## config.mk

```make
export PLATFORM = sky130hd
export DESIGN_NAME = nco_pixel_strobe
export DESIGN_NICKNAME = d
export VERILOG_FILES = /design/src/rtl/nco_pixel_strobe.sv
export SDC_FILE = /design/constraint.sdc
export NUM_CORES = 1
export LEC_CHECK = 0
export ABC_AREA = 1
export CORE_MARGIN = 3
export CORE_UTILIZATION = 36
export DETAILED_ROUTE_END_ITERATION = 10
export DONT_BUFFER_PORTS = 1
export GPL_TIMING_DRIVEN = 0
export PLACE_DENSITY = 0.51
export RECOVER_POWER = 100
export SYNTH_ARGS = -nofsm -noshare
export SYNTH_HDL_FRONTEND = slang
export SYNTH_SLANG_ARGS = --single-unit
```

## constraint.sdc

```tcl
create_clock -name clk -period 2.2 [get_ports clk]
set_input_delay 0.44 -clock clk [delete_from_list [all_inputs] [get_ports clk]]
set_output_delay 0.44 -clock clk [all_outputs]
set_load 0.01 [all_outputs]
```

## src/rtl/nco_pixel_strobe.sv

```systemverilog
module nco_pixel_strobe #(
  parameter int PHASE_W = 32,
  parameter int IDX_W   = 8
) (
  input  logic               clk,
  input  logic               rst_n,
  input  logic               en,
  input  logic               restart,
  input  logic               fn_mode,
  input  logic [PHASE_W-1:0] freq_word,
  output logic               pix_strobe,
  output logic [IDX_W-1:0]   tbl_index,
  output logic [PHASE_W-1:0] phase
);

  logic [PHASE_W-1:0] acc_q;
  logic               stb_q;
  logic [PHASE_W:0]   sum_w;

  assign sum_w = {1'b0, acc_q} + {1'b0, freq_word};

  always_ff @(posedge clk or negedge rst_n) begin
    if (!rst_n) begin
      acc_q <= '0;
      stb_q <= 1'b0;
    end else if (restart) begin
      acc_q <= '0;
      stb_q <= 1'b0;
    end else if (en) begin
      acc_q <= sum_w[PHASE_W-1:0];
      stb_q <= sum_w[PHASE_W] & ~fn_mode;
    end else begin
      stb_q <= 1'b0;
    end
  end

  assign phase      = acc_q;
  assign pix_strobe = stb_q;
  assign tbl_index  = fn_mode ? acc_q[PHASE_W-1 -: IDX_W] : '0;

endmodule

```

---- Yosys cells after proc, flatten, opt, wreduce, memory -nomap -nowiden ----
Cells that the tools add are included.
cells by class
  $add $sub $neg .......................... 1
  multiplexer cells ....................... 5
  bitwise logic cells ..................... 2
  reductions and logical operators ........ 1
operators with widths
  operator            count
  $mux W32            2
  $add A32 B32 Y33    1
  $mux W8             1
  $mux W1             2
  $reduce_bool A2 Y1  1
  $and A1 B1 Y1       1
  $not A1 Y1          1
word-level totals
  bits in registers ....................... 33
  bits of input ports ..................... 37
  output and inout bits ................... 41
  logic and storage cells ................. 11

---- Logic depth before layout (Yosys ltp) ----
  depth after elaboration ................. 4
  gate-level depth with buffers ........... 14
  depth with buffers taken out ............ 14

---- Worst setup path after synthesis ----
Ideal clock, no wire load.
  kind .................................... in2reg
  start ................................... in freq_word[0]
  end ..................................... reg acc_q[24], in the netlist phase[24]
  setup time .............................. 117 ps
  arrival time ............................ 1793 ps
  setup slack ............................. 290 ps
  stages on the path ...................... 12
  path buffers ............................ 0
  cell sequence ........................... ha_1 -> fa_1 -> nand3_1 -> nand3_1 -> nand2_1 -> nand2_2 -> nand2_1 -> nand2_2 -> nand2_2 -> nand3_1 -> nand3_1 -> nand2_1
between the ends
  longest elaborated chain between the ends .. 3
RTL lines
  what                    line  source
  start: declaration      10    input logic [PHASE_W-1:0] freq_word,
  $add A32 B32 Y33        20    assign sum_w = {1'b0, acc_q} + {1'b0, freq_word};
  $mux W32                29    end else if (en) begin
  $mux W32                26    end else if (restart) begin
  end signal: assignment  30    acc_q <= sum_w[PHASE_W-1:0];
  end: declaration        16    logic [PHASE_W-1:0] acc_q;
Every way passes these cells. The select of a mux whose other input is x is not followed.
A chain may end at the register's enable or synchronous reset.

---- Worst setup path after layout ----
  start ................................... reg acc_q[0], in the netlist phase[0]
  end ..................................... reg acc_q[4], in the netlist phase[4]
between the ends
  longest elaborated chain between the ends .. 3
RTL lines
  what              line
  $add A32 B32 Y33  20
  $mux W32          29
  $mux W32          26
Every way passes these cells. The select of a mux whose other input is x is not followed.

==> metrics <==
final max-slew violation count=0; Post-route DRC=0; leakage power=2.488 nW; initial antenna violation count=0; Synth area leader=nand2_1; CP max FO=4; starting density of the core=37.84%; htree depth=2; Worst Path Arrival=2.20 ns; setup violators final=0; Die Area=0.01178 mm^2; CTS root buf=clkbuf_8; GP Congestion=0.8871; Starting DRT DRC Count=a little under 200; Crit Path Class=flip-flop to flip-flop; CP Capture Type=flip-flop; met1 GRT Util=27.27%; DIE WIDTH=108.5 um; Tmin final=a little over 2 ns; CTS tree=yes; top-area cell type share of the netlist area=26.69%; Rows=36; most frequent cell after synthesis=nand2_1; Total GRT Usage=19.13%; Area Overhead vs Synth=6.878%; mean cell area of the mapped netlist=a little under 6 um^2; Power Density=585.9 mW/mm^2; Hold Crit Class=primary input to flip-flop; cells after synthesis=656; core box area=0.01000 mm^2; Hold Vio Cnt, Final=0; routed vias/inst=4.624; via count=3699; Die Y=108.5 um; fmax=0.4937 GHz; count of input and output buffers=0; Final Core Density=40.44%; required time of the worst setup path=roughly 2.4 ns; busiest grt layer=met2; GR Util met2=30.32%; Detail Placement HPWL=9121 um; Synth area leaders=nand2_1, dfrtp_1, inv_1; startpoint class of the critical path=flip-flop; Mapped Area=0.003784 mm^2; Net Count, Synth=726; fin area=0.004044 mm^2; wire length per cell=around 14 um; largest net degree at the start of global routing=34; Power, Total=between 2 and 2.5 mW; final hold slack=0.2806 ns; clock transition at the registers of the reported paths=0.07 ns; post-route setup slack=~0.17 ns; share of cells above drive strength 1=8.846%; Peak VDD IR=0.2390 mV; placed cell areas=0.003950 mm^2; dpl ws=-0.006553 ns; I/O pin count=a little under 80; Commonest cells post-synth=nand2_1, inv_1, nor2_1; fin crit share=between 90% and 100%; Synth Warn #=0; DRT Wirelength=approximately 11000 um; max-cap viol count=0; Clock Skews=~0.008 ns; clock sinks=33; CTS Buffer Depth=2; outcome=finished, final reports clean; Post-synth EDFFs=0; flops & latches, synth=33; Inserted Diodes=0; DRT Pass-1 Iters=5; cts bufs inserted=5; DRT antenna net count=0; nets@finish=between 700 and 800; Fill cells=about 1200; Slew headroom=between 40% and 50%; wire length of the first global-routing pass=approximately 18000 um; register area share after synthesis=21.83%; Clock Latency Late Sink=0.29 ns; vias in the first global route=3534; GR Layer Usage met3=4.119%; Cell variety after synth=33; slew at the pin closest to its max-slew limit=0.8822 ns; grt ovf=0; ys async rst share=100.0%; main flop type after synthesis=dfrtp_1
## state kept, by name, summed over array words and instances (netlist names)
name,cells
phase,32
pix_strobe,1
## metrics by stage
stage,TNS [ns],instances
floorplan,0,656
global placement,-0.01237,789
detailed placement,-0.006553,789
CTS,0,799
global route,-0.0004263,800
finish,0,800
## layout by cell type (no fill, tap or decap), types with 7 or more instances in the layout
master | Yosys | layout
nand2_2 | 24 | 23
nor2_1 | 44 | 45
ha_1 | 32 | 31
a21oi_1 | 32 | 32
nand2_1 | 269 | 270
o21ai_0 | 12 | 12
inv_2 | 7 | 7
dfrtp_1 | 33 | 32
inv_1 | 118 | 118
clkbuf_1 | 5 | 8
nand3_1 | 33 | 35
## worst max-delay path, stage by stage (launching register included)
cell and delay (ns):
dfrtp_2 0.44, ha_2 0.22, fa_2 0.38, nand3_1 0.10, nand3_2 0.12, buf_4 0.16
or2_2 0.27, a32o_1 0.22
## power by group
part / switching (mW) / internal (mW)
Sequential: 0.114 / 0.681
Combinational: 0.745 / 0.366
Clock: 0.238 / 0.225
Total: 1.10 / 1.27
## final cells by class
cell class              count  area [um^2]  area share, %
plain buffers               8        46.29          1.145
multi-input cells         489         2429          60.06
inverters                 126        473.0          11.70
repair buffers              3        22.52         0.5569
clock buffers               8        80.08          1.980
flip-flops and latches     33        827.0          20.45
well taps                 133        166.4          4.115
## logic make-up after synthesis
group | after synthesis | share of synthesized area (%)
and+or+nand+nor | 399 | 45.07
AOI/OAI and AO/OA | 56 | 8.036
DFF | 33 | 21.83
adders and majority gates | 33 | 11.11
buffers and inverters | 134 | 13.72
xor gates and xnor gates | 1 | 0.2315
## worst paths after layout
path,start,to,slack [ns],depth (start not counted)
worst max-delay path,phase[0]$_DFFE_PN0P_,phase[4]$_DFFE_PN0P_,0.17,7
max in group asynchronous,rst_n,phase[0]$_DFFE_PN0P_,0.79,2
worst min-delay path,en,pix_strobe$_DFF_PN0_,0.28,2
min in group asynchronous,rst_n,phase[24]$_DFFE_PN0P_,0.81,2
worst max register to register,phase[0]$_DFFE_PN0P_,phase[4]$_DFFE_PN0P_,0.17,7
worst min register to register,phase[21]$_DFFE_PN0P_,phase[21]$_DFFE_PN0P_,0.58,2
## what timing repair did
| action | in CTS | in global routing |
|---|---|---|
| hold endpoints to repair | 33 | 0 |
| pin swaps | 0 | 0 |
| setup endpoints to repair | 1 | 5 |
| hold buffers | 2 | 0 |
| setup buffers | 0 | 1 |
| gates resized for setup | 1 | 3 |
## layer usage
metal  vias up  routed length [um]
li1       2024                   -
met1      1584                5573
met2        85                4657
met3         6                 647
met4         0                  59
met5         -                   0
(Power assumes the default switching activity.)
